$ cat src/rtl/rvc_pkg.sv
`timescale 1ns/1ps
// Shared types and format packers for the compressed instruction expander.
// Assumes the standard 32-bit base instruction formats.
package rvc_pkg;
    localparam logic [6:0] OPC_LOAD     = 7'h03;
    localparam logic [6:0] OPC_LOAD_FP  = 7'h07;
    localparam logic [6:0] OPC_OP_IMM   = 7'h13;
    localparam logic [6:0] OPC_OP_IMM32 = 7'h1B;
    localparam logic [6:0] OPC_STORE    = 7'h23;
    localparam logic [6:0] OPC_STORE_FP = 7'h27;
    localparam logic [6:0] OPC_OP       = 7'h33;
    localparam logic [6:0] OPC_LUI      = 7'h37;
    localparam logic [6:0] OPC_OP32     = 7'h3B;
    localparam logic [6:0] OPC_BRANCH   = 7'h63;
    localparam logic [6:0] OPC_JALR     = 7'h67;
    localparam logic [6:0] OPC_JAL      = 7'h6F;
    localparam logic [31:0] WORD_EBREAK = 32'h0010_0073;

    // Every immediate a compressed word can carry, already reassembled.
    typedef struct packed {
        logic [11:0] ci;     // signed 6-bit, sign-extended
        logic [11:0] spn;    // stack-pointer add, unsigned
        logic [11:0] wofs;   // register-relative word offset
        logic [11:0] dofs;   // register-relative doubleword offset
        logic [11:0] wsp_ld; // stack word load offset
        logic [11:0] dsp_ld; // stack doubleword load offset
        logic [11:0] wsp_st; // stack word store offset
        logic [11:0] dsp_st; // stack doubleword store offset
        logic [11:0] sp16;   // stack adjust by multiples of 16
        logic [19:0] upper;  // upper immediate
        logic [20:1] jofs;   // jump offset
        logic [12:1] bofs;   // branch offset
        logic [5:0]  shamt;  // shift amount
    } rvc_imm_t;

    function automatic logic [31:0] pack_i(logic [11:0] imm, logic [4:0] rs1,
                                           logic [2:0] f3, logic [4:0] rd, logic [6:0] op);
        return {imm, rs1, f3, rd, op};
    endfunction

    function automatic logic [31:0] pack_s(logic [11:0] imm, logic [4:0] rs2, logic [4:0] rs1,
                                           logic [2:0] f3, logic [6:0] op);
        return {imm[11:5], rs2, rs1, f3, imm[4:0], op};
    endfunction

    function automatic logic [31:0] pack_r(logic [6:0] f7, logic [4:0] rs2, logic [4:0] rs1,
                                           logic [2:0] f3, logic [4:0] rd, logic [6:0] op);
        return {f7, rs2, rs1, f3, rd, op};
    endfunction

    function automatic logic [31:0] pack_b(logic [12:1] ofs, logic [4:0] rs1, logic [2:0] f3);
        return {ofs[12], ofs[10:5], 5'd0, rs1, f3, ofs[4:1], ofs[11], OPC_BRANCH};
    endfunction

    function automatic logic [31:0] pack_j(logic [20:1] ofs, logic [4:0] rd);
        return {ofs[20], ofs[10:1], ofs[11], ofs[19:12], rd, OPC_JAL};
    endfunction
endpackage

$ cat src/rtl/rvc_imm_gen.sv
`timescale 1ns/1ps
// Reassembles every compressed immediate from the scrambled source bits.
// Assumes: pure wiring, no decode; the decoder picks the field it needs.
module rvc_imm_gen
    import rvc_pkg::*;
(
    input  logic [12:2] c_i,
    output rvc_imm_t    imm_o
);
    logic s;
    assign s = c_i[12];

    // Build each immediate by its own bit permutation.
    always_comb begin
        imm_o.ci     = {{6{s}}, s, c_i[6:2]};
        imm_o.spn    = {2'b00, c_i[10:7], c_i[12:11], c_i[5], c_i[6], 2'b00};
        imm_o.wofs   = {5'd0, c_i[5], c_i[12:10], c_i[6], 2'b00};
        imm_o.dofs   = {4'd0, c_i[6:5], c_i[12:10], 3'b000};
        imm_o.wsp_ld = {4'd0, c_i[3:2], s, c_i[6:4], 2'b00};
        imm_o.dsp_ld = {3'd0, c_i[4:2], s, c_i[6:5], 3'b000};
        imm_o.wsp_st = {4'd0, c_i[8:7], c_i[12:9], 2'b00};
        imm_o.dsp_st = {3'd0, c_i[9:7], c_i[12:10], 3'b000};
        imm_o.sp16   = {{3{s}}, c_i[4:3], c_i[5], c_i[2], c_i[6], 4'd0};
        imm_o.upper  = {{14{s}}, s, c_i[6:2]};
        imm_o.jofs   = {{10{s}}, c_i[8], c_i[10:9], c_i[6], c_i[7], c_i[2], c_i[11], c_i[5:3]};
        imm_o.bofs   = {{5{s}}, c_i[6:5], c_i[2], c_i[11:10], c_i[4:3]};
        imm_o.shamt  = {s, c_i[6:2]};
    end
endmodule

$ cat src/rtl/rvc_decode.sv
`timescale 1ns/1ps
// Selects the 32-bit equivalent of a compressed word and flags reserved codes.
// Assumes immediates come prebuilt from rvc_imm_gen; output word is 0 if illegal.
module rvc_decode
    import rvc_pkg::*;
#(
    parameter int XLEN = 64
)(
    input  logic [15:0] c_i,
    input  rvc_imm_t    imm_i,
    output logic [31:0] word_o,
    output logic        ill_o
);
    localparam bit WIDE = (XLEN == 64);

    logic [4:0]  rd, rs2, rdp, rs1p;
    logic [2:0]  f3;
    logic [31:0] raw;
    logic        ill;

    assign rd   = c_i[11:7];
    assign rs2  = c_i[6:2];
    assign rdp  = {2'b01, c_i[4:2]};
    assign rs1p = {2'b01, c_i[9:7]};
    assign f3   = c_i[15:13];

    // Main decode: one branch per quadrant and funct3 slot.
    always_comb begin
        raw = 32'd0;
        ill = 1'b0;
        unique case (c_i[1:0])
            2'b00: begin
                unique case (f3)
                    3'b000: begin
                        raw = pack_i(imm_i.spn, 5'd2, 3'b000, rdp, OPC_OP_IMM);
                        ill = (c_i[12:5] == 8'd0);
                    end
                    3'b001: raw = pack_i(imm_i.dofs, rs1p, 3'b011, rdp, OPC_LOAD_FP);
                    3'b010: raw = pack_i(imm_i.wofs, rs1p, 3'b010, rdp, OPC_LOAD);
                    3'b011: raw = WIDE ? pack_i(imm_i.dofs, rs1p, 3'b011, rdp, OPC_LOAD)
                                       : pack_i(imm_i.wofs, rs1p, 3'b010, rdp, OPC_LOAD_FP);
                    3'b100: ill = 1'b1;
                    3'b101: raw = pack_s(imm_i.dofs, rdp, rs1p, 3'b011, OPC_STORE_FP);
                    3'b110: raw = pack_s(imm_i.wofs, rdp, rs1p, 3'b010, OPC_STORE);
                    default: raw = WIDE ? pack_s(imm_i.dofs, rdp, rs1p, 3'b011, OPC_STORE)
                                        : pack_s(imm_i.wofs, rdp, rs1p, 3'b010, OPC_STORE_FP);
                endcase
            end
            2'b01: begin
                unique case (f3)
                    3'b000: raw = pack_i(imm_i.ci, rd, 3'b000, rd, OPC_OP_IMM);
                    3'b001: begin
                        if (WIDE) begin
                            raw = pack_i(imm_i.ci, rd, 3'b000, rd, OPC_OP_IMM32);
                            ill = (rd == 5'd0);
                        end else begin
                            raw = pack_j(imm_i.jofs, 5'd1);
                        end
                    end
                    3'b010: raw = pack_i(imm_i.ci, 5'd0, 3'b000, rd, OPC_OP_IMM);
                    3'b011: begin
                        ill = (c_i[12] == 1'b0) && (c_i[6:2] == 5'd0);
                        if (rd == 5'd2) raw = pack_i(imm_i.sp16, 5'd2, 3'b000, 5'd2, OPC_OP_IMM);
                        else            raw = {imm_i.upper, rd, OPC_LUI};
                    end
                    3'b100: begin
                        unique case (c_i[11:10])
                            2'b00: begin
                                raw = pack_i({6'b000000, imm_i.shamt}, rs1p, 3'b101, rs1p, OPC_OP_IMM);
                                ill = !WIDE && c_i[12];
                            end
                            2'b01: begin
                                raw = pack_i({6'b010000, imm_i.shamt}, rs1p, 3'b101, rs1p, OPC_OP_IMM);
                                ill = !WIDE && c_i[12];
                            end
                            2'b10: raw = pack_i(imm_i.ci, rs1p, 3'b111, rs1p, OPC_OP_IMM);
                            default: begin
                                if (!c_i[12]) begin
                                    unique case (c_i[6:5])
                                        2'b00: raw = pack_r(7'h20, rdp, rs1p, 3'b000, rs1p, OPC_OP);
                                        2'b01: raw = pack_r(7'h00, rdp, rs1p, 3'b100, rs1p, OPC_OP);
                                        2'b10: raw = pack_r(7'h00, rdp, rs1p, 3'b110, rs1p, OPC_OP);
                                        default: raw = pack_r(7'h00, rdp, rs1p, 3'b111, rs1p, OPC_OP);
                                    endcase
                                end else if (WIDE && !c_i[6]) begin
                                    raw = pack_r(c_i[5] ? 7'h00 : 7'h20, rdp, rs1p, 3'b000, rs1p, OPC_OP32);
                                end else begin
                                    ill = 1'b1;
                                end
                            end
                        endcase
                    end
                    3'b101: raw = pack_j(imm_i.jofs, 5'd0);
                    3'b110: raw = pack_b(imm_i.bofs, rs1p, 3'b000);
                    default: raw = pack_b(imm_i.bofs, rs1p, 3'b001);
                endcase
            end
            2'b10: begin
                unique case (f3)
                    3'b000: begin
                        raw = pack_i({6'b000000, imm_i.shamt}, rd, 3'b001, rd, OPC_OP_IMM);
                        ill = !WIDE && c_i[12];
                    end
                    3'b001: raw = pack_i(imm_i.dsp_ld, 5'd2, 3'b011, rd, OPC_LOAD_FP);
                    3'b010: begin
                        raw = pack_i(imm_i.wsp_ld, 5'd2, 3'b010, rd, OPC_LOAD);
                        ill = (rd == 5'd0);
                    end
                    3'b011: begin
                        if (WIDE) begin
                            raw = pack_i(imm_i.dsp_ld, 5'd2, 3'b011, rd, OPC_LOAD);
                            ill = (rd == 5'd0);
                        end else begin
                            raw = pack_i(imm_i.wsp_ld, 5'd2, 3'b010, rd, OPC_LOAD_FP);
                        end
                    end
                    3'b100: begin
                        if (!c_i[12]) begin
                            if (rs2 == 5'd0) begin
                                raw = pack_i(12'd0, rd, 3'b000, 5'd0, OPC_JALR);
                                ill = (rd == 5'd0);
                            end else begin
                                raw = pack_i(12'd0, rs2, 3'b000, rd, OPC_OP_IMM);
                            end
                        end else if (rs2 == 5'd0) begin
                            raw = (rd == 5'd0) ? WORD_EBREAK
                                               : pack_i(12'd0, rd, 3'b000, 5'd1, OPC_JALR);
                        end else begin
                            raw = pack_r(7'h00, rs2, rd, 3'b000, rd, OPC_OP);
                        end
                    end
                    3'b101: raw = pack_s(imm_i.dsp_st, rs2, 5'd2, 3'b011, OPC_STORE_FP);
                    3'b110: raw = pack_s(imm_i.wsp_st, rs2, 5'd2, 3'b010, OPC_STORE);
                    default: raw = WIDE ? pack_s(imm_i.dsp_st, rs2, 5'd2, 3'b011, OPC_STORE)
                                        : pack_s(imm_i.wsp_st, rs2, 5'd2, 3'b010, OPC_STORE_FP);
                endcase
            end
            default: ill = 1'b1;
        endcase
    end

    // Blank the word for any illegal code.
    assign word_o = ill ? 32'd0 : raw;
    assign ill_o  = ill;
endmodule

$ cat src/rtl/rvc_out_stage.sv
`timescale 1ns/1ps
// Optional output register; a wire when REG_OUT is 0.
// Assumes synchronous active-low reset; reset value is "illegal, word 0".
module rvc_out_stage #(
    parameter bit REG_OUT = 1'b1
)(
    input  logic        clk_i,
    input  logic        rst_ni,
    input  logic [31:0] word_i,
    input  logic        ill_i,
    output logic [31:0] word_o,
    output logic        ill_o
);
    generate
        if (REG_OUT) begin : g_reg
            // Capture the expansion once per clock.
            always_ff @(posedge clk_i) begin
                if (!rst_ni) begin
                    word_o <= 32'd0;
                    ill_o  <= 1'b1;
                end else begin
                    word_o <= word_i;
                    ill_o  <= ill_i;
                end
            end
        end else begin : g_wire
            logic unused_clk;
            assign unused_clk = clk_i ^ rst_ni;
            assign word_o = word_i;
            assign ill_o  = ill_i;
        end
    endgenerate
endmodule

$ cat src/rtl/rvc_expander.sv
`timescale 1ns/1ps
// Top of the compressed instruction expander: immediate rebuild, decode,
// optional output register. Assumes XLEN is 32 or 64.
module rvc_expander
    import rvc_pkg::*;
#(
    parameter int XLEN    = 64,
    parameter bit REG_OUT = 1'b1
)(
    input  logic        clk_i,
    input  logic        rst_ni,
    input  logic [15:0] cinstr_i,
    output logic [31:0] instr_o,
    output logic        illegal_o
);
    rvc_imm_t    imm;
    logic [31:0] dec_word;
    logic        dec_ill;

    rvc_imm_gen u_imm (.c_i(cinstr_i[12:2]), .imm_o(imm));

    rvc_decode #(.XLEN(XLEN)) u_dec (
        .c_i(cinstr_i), .imm_i(imm), .word_o(dec_word), .ill_o(dec_ill)
    );

    rvc_out_stage #(.REG_OUT(REG_OUT)) u_out (
        .clk_i(clk_i), .rst_ni(rst_ni), .word_i(dec_word), .ill_i(dec_ill),
        .word_o(instr_o), .ill_o(illegal_o)
    );

    assert_illegal_blank_R12: assert property (@(posedge clk_i) disable iff (!rst_ni)
        illegal_o |-> (instr_o == 32'd0));
    assert_legal_full_width_R12: assert property (@(posedge clk_i) disable iff (!rst_ni)
        !illegal_o |-> (instr_o[1:0] == 2'b11));
    assert_quad3_flagged_R12: assert property (@(posedge clk_i) disable iff (!rst_ni)
        (cinstr_i[1:0] == 2'b11) |-> dec_ill);
    assert_zero_word_flagged_R1: assert property (@(posedge clk_i) disable iff (!rst_ni)
        (cinstr_i == 16'd0) |-> dec_ill);
    assert_empty_jr_flagged_R9: assert property (@(posedge clk_i) disable iff (!rst_ni)
        (cinstr_i[1:0] == 2'b10 && cinstr_i[15:12] == 4'b1000 && cinstr_i[11:2] == 10'd0) |-> dec_ill);

    generate
        if (XLEN == 64) begin : g_chk64
            assert_addiw_rd0_R3: assert property (@(posedge clk_i) disable iff (!rst_ni)
                (cinstr_i[1:0] == 2'b01 && cinstr_i[15:13] == 3'b001 && cinstr_i[11:7] == 5'd0)
                |-> dec_ill);
        end
        if (REG_OUT) begin : g_chk_reg
            assert_one_cycle_R13: assert property (@(posedge clk_i) disable iff (!rst_ni)
                rst_ni |=> (instr_o == $past(dec_word)) && (illegal_o == $past(dec_ill)));
        end
    endgenerate
endmodule

$ cat config.mk
export PLATFORM = sky130hd
export DESIGN_NAME = rvc_expander
export DESIGN_NICKNAME = d
export VERILOG_FILES = /design/src/rtl/rvc_pkg.sv /design/src/rtl/rvc_imm_gen.sv /design/src/rtl/rvc_decode.sv /design/src/rtl/rvc_out_stage.sv /design/src/rtl/rvc_expander.sv
export SDC_FILE = /design/constraint.sdc
export NUM_CORES = 1
export LEC_CHECK = 0
export CAP_MARGIN = 20
export CORE_ASPECT_RATIO = 0.8
export CORE_MARGIN = 2
export CORE_UTILIZATION = 60
export DETAILED_ROUTE_END_ITERATION = 16
export DONT_BUFFER_PORTS = 1
export PLACE_DENSITY = 0.77
export SYNTH_ARGS = -nofsm -noshare
export SYNTH_HDL_FRONTEND = slang
export SYNTH_SLANG_ARGS = --single-unit
$ cat constraint.sdc
create_clock -name clk_i -period 5.5 [get_ports clk_i]
set_clock_uncertainty 0.1 [all_clocks]
set_input_delay 0.55 -clock clk_i [delete_from_list [all_inputs] [get_ports clk_i]]
set_output_delay 0.55 -clock clk_i [all_outputs]
set_load 0.05 [all_outputs]
-- After elaboration in Yosys (flattened, before gate mapping)
Cells that the tools add are included.
W data, S select, Z words.
- word-level logic and storage cells: 51
- output and inout bits: 33
- register bits after elaboration: 33
- bitwise gates (word level): 2
- muxes and demuxes: 23
- reduce and logical (&&, ||, !) cells: 11
- eq/ne operators: 13
- operator list (operator ; number):
    $pmux W32 S7 ; 2
    $pmux W30 S7 ; 1
    $pmux W32 S3 ; 2
    $mux W32 ; 4
    $pmux W31 S3 ; 1
    $mux W29 ; 1
    $mux W21 ; 1
    $mux W20 ; 1
    $logic_not A5 Y1 ; 2
    $eq A3 B3 Y1 const B ; 3
    $logic_not A8 Y1 ; 1
    $eq A2 B1 Y1 const B ; 3
    $eq A2 B2 Y1 const B ; 3
    $eq A3 B2 Y1 const B ; 2
    $logic_not A2 Y1 ; 3
    $mux W6 ; 1
    $pmux W1 S3 ; 2
    $eq A5 B2 Y1 const B ; 1
    $mux W1 ; 5
    $pmux W1 S2 ; 2
    $reduce_or A2 Y1 ; 2
    $eq A3 B1 Y1 const B ; 1
    $logic_not A3 Y1 ; 1
    $reduce_or A3 Y1 ; 1
    other kinds (2) ; 3

-- Longest topological paths before layout
- depth in word-level cells: 6
- gate-level depth with buffers: 8
- mapped depth without buffers: 6

-- Cells and area by module
Synthesis repeated with hierarchy kept, for this count alone.
- cells, all modules: 679
- area total of the unflattened synthesis: 4868.4 um^2
- by module, submodules not included (module ; instances ; cells each ; sequential area each (um^2) ; area each (um^2)):
    rvc_decode ; 1 ; 443 ; 0.0 ; 2695.1
    rvc_imm_gen ; 1 ; 167 ; 0.0 ; 1249.9
    rvc_out_stage ; 1 ; 69 ; 660.6 ; 923.4

-- Worst setup path after synthesis
OpenSTA, ideal clock, no wires.
- path kind: input to register
- start point: input cinstr_i[2]
- end point: register u_out.word_o[31]
- library setup time: 129 ps
- setup slack: 3201 ps
- cell stages on the path: 8
- arrival time: 2069 ps
- cells stage by stage: buf_6 > or4_4 > or2_1 > o32ai_1 > nand3_1 > o211ai_2 > buf_6 > nor3_1
- cells in the longest elaborated chain, start to end: 6
- RTL lines (element ; RTL line ; source):
    start, declared ; rvc_expander.sv:12 ; input logic [15:0] cinstr_i,
    $logic_not A5 Y1 * ; rvc_decode.sv:62, rvc_decode.sv:119 ;
    $mux W1 ; rvc_decode.sv:119 ; if (rs2 == 5'd0) begin
    $mux W1 ; rvc_decode.sv:118 ; if (!c_i[12]) begin
    $pmux W1 S2 ; rvc_decode.sv:99 ; unique case (f3)
    $pmux W1 S3 * ; rvc_decode.sv:31 ; unique case (c_i[1:0])
    $reduce_or A2 Y1 (no source line) * ; n/a ;
    end signal, assigned ; rvc_out_stage.sv:22 ; word_o <= word_i;
    end, declared ; rvc_out_stage.sv:11 ; output logic [31:0] word_o,
Every way passes the cells marked *; elsewhere a longest branch is shown, timed or not.
A chain may end at the register's enable or synchronous reset.

-- Final worst setup path
- start point: input cinstr_i[6]
- end point: register u_out.word_o[14]
- cells in the longest elaborated chain, start to end: 6
- RTL lines (element ; RTL line ; source):
    $eq A2 B2 Y1, or another cell as far along ; rvc_decode.sv:79 ; unique case (c_i[6:5])
    $pmux W31 S3, or another cell as far along ; rvc_decode.sv:79 ;
    $mux W32, or another cell as far along ; rvc_decode.sv:78 ; if (!c_i[12]) begin
    $pmux W32 S3, or another cell as far along ; rvc_decode.sv:67 ; unique case (c_i[11:10])
    $pmux W32 S7 or $pmux W1 S3 (tied branches) ; rvc_decode.sv:50, rvc_decode.sv:31 ;
    $pmux W32 S3 or $reduce_or A2 Y1 (tied branches) ; n/a ;
Parallel ways exist; a longest one is shown, timed or not.

==> reports/metrics.cfg <==
[cts]
cts_max_level=2
cts_root_buffer=clkbuf_8
clock_path_buffers=2
path_clk_slew_ps=70
cts_made_buffers=5
cts_sinks=32
cts_tree=done
cts_hold_buf=0
cts_setup_buffers=0
postCtsResizedCells=0

[detailed_routing]
route.vias.total=2862
vias_per_cell=7.453
drt_wl_total_um=8815
drc=0
firstDrtPassIters=8
drtAntennaViolNets=0
avgRoutedWirePerCell_um=22.96
drt_iter0_markers=383

[global_route]
grt_pass1_vias=2456
grtUsageTotal_pct=40.64
grt-ovfl-total=0
grt_max_degree=52
grt_pass1_wl_um=13530
antenna_found_initial=0

[min_path]
min_from=cinstr_i[14]
min_path_cells=1
hold_end=u_out.word_o[3]
hp-class=in -> reg

[power]
p_leak_nw=0.8516
peakVddDrop_uv=176.4
cellPowerDensity_nw_per_um2=255.7

[floorplanning]
num_io_pins=51
die_x_um=75.19
die_h_um=60.95
start_util_pct=63.12
die_area_um2=4583
core_area_um2=3854
row_count=20

[logic_synthesis]
ys_types=54
synth_edf_count=0
netlist_instances=355
ys_seq_area_share_pct=26.34
synth_area_per_cell_um2=6.852
ys_ff_latch=32
async_flop_share_pct=0
synth_warnings=0
netlist_area_um2=2432
syn-num-nets=373
synth_flop_cell=dfxtp_1

[critical_path]
endpoint_kind=register
cp_slowest_cell=or4_4
crit_required_ps=5570
crit_arrival_ps=2610
path_cells=or4_4, or2_1, o32ai_1, nand3_1, o211ai_2, buf_4, nor3_1
critPathMaxFanout=22
worstSetupStartpointType=primary input
critPathMaxStageDelay_ps=520
critPathKind=in -> reg

[timing]
period_needed_ps=2539
setup_ws_ps=2961
relSlewSlack_pct=37.62
fmax_mhz=393.8
maxSlewViolCount=0
rsz0062_at_grt=false
tns_ps=0
hold_viol_final=0
tightest_slew_ps=934.4
finalCritPeriodShare_pct=46.17
setup_viol=0

[job]
maxCapViolations=0

[placed_design]
place_congestion=0.9805
place_ws_ps=2724
post-dp-hpwl_um=5761
io_buffers=0

[final_layout]
area_growth_pct=0.8743
drive_gt1_share_pct=4.863
nFillCells=376
n_antenna_cell=0
fin_nets=346

[outcome]
run_status=finished clean

==> cell families (layout without fill, tap and decap cells) <==
family	after synthesis	in the layout	synth area share, %
AO/OA/AOI/OAI	138	138	37.19
flip-flops	32	32	26.34
buffers and inverters	43	17	8.230
AND/OR/NAND/NOR	139	139	27.01
adder cells (fa/ha/maj)	1	1	0.4115
multiplexers	2	2	0.8231
==> report_power, final <==
part | internal, mW | switching (mW)
Sequential | 0.243 | 0.0445
Combinational | 0.0429 | 0.0655
Clock | 0.134 | 0.0977
Total | 0.420 | 0.208
==> per-stage QoR <==
stage	area, um2	cells	util [%]	hold slack [ps]	total power [mW]
floorplan	2432	355	-	604.5	0.3965
global placement	2342	376	60.78	532.3	0.3973
detailed placement	2342	376	60.78	534.9	0.3965
CTS	2454	384	63.67	233.3	0.6233
global route	2454	384	63.67	236.5	0.6479
finish	2454	384	63.67	233.2	0.6273
==> final cells by class <==
cell class	instances	area (um2)	area share, %
clock buffers	5	68.82	2.805
inverters	7	26.28	1.071
flip-flops and latches	32	640.6	26.11
clock inverters	3	42.54	1.734
multi-input cells	280	1592	64.87
repair buffers	2	15.01	0.6119
well taps	55	68.82	2.805
==> worst max-delay path: cells and delay by family <==
family          cells  cell delay [ps]
simple gates        4             1120
compound gates      2              560
buf+inv             1              360
==> worst max-delay path by stage <==
| stage | start | endpoint | slack, ps | cells past startpoint |
|---|---|---|---|---|
| after floorplan | cinstr_i[2] | u_out.word_o[31] | 3200 | 8 |
| after global placement | cinstr_i[6] | u_out.word_o[14] | 2780 | 7 |
| after detailed placement | cinstr_i[6] | u_out.word_o[14] | 2720 | 7 |
| after CTS | cinstr_i[6] | u_out.word_o[14] | 3020 | 7 |
| after global routing | cinstr_i[6] | u_out.word_o[3] | 2870 | 7 |
| final | cinstr_i[6] | u_out.word_o[14] | 2960 | 7 |
==> Yosys cell counts, types with 7 or more instances <==
| master | number | area (um2) |
|---|---|---|
| a21oi_1 | 40 | 200.2 |
| a31oi_1 | 8 | 50.05 |
| clkbuf_1 | 23 | 86.33 |
| dfxtp_1 | 32 | 640.6 |
| inv_1 | 7 | 26.28 |
| nand2_1 | 38 | 142.6 |
| nand3_1 | 7 | 35.03 |
| nor2_1 | 43 | 161.4 |
| nor2b_1 | 10 | 62.56 |
| nor3_1 | 11 | 55.05 |
| o211ai_1 | 7 | 52.55 |
| o21ai_0 | 28 | 140.1 |
==> flip-flops by register name, summed over array words and instances, names as in the netlist <==
register / cells
u_out.word_o: 31
u_out.ill_o: 1
==> layer usage <==
metal,global-route usage (%),share of wire [%],vias to the layer above,wire [um]
met1,57.29,41,1299,3583
met4,16.29,3.1,0,277
met2,57.27,42,273,3708
li1,-,-,1253,-
met5,0,0,-,0
met3,13.12,14,37,1246
==> layout by cell type, fill, tap and decap left out, types with 4 or more instances in the layout <==
cell,synthesis,final
o211ai_1,7,7
nand2b_1,5,5
o21ai_0,28,28
dfxtp_1,32,32
nor2b_1,10,10
a21oi_1,40,40
nor3_1,11,11
nand3_1,7,7
nand2_1,38,38
o32a_1,4,4
nand4_1,4,4
a31oi_1,8,8
a22oi_1,6,6
or2_2,4,4
nor2_1,43,43
inv_1,7,7
o22ai_1,6,6
o22a_1,5,5
clkbuf_8,0,5
No activity file was read; power rests on OpenSTA's default activity.
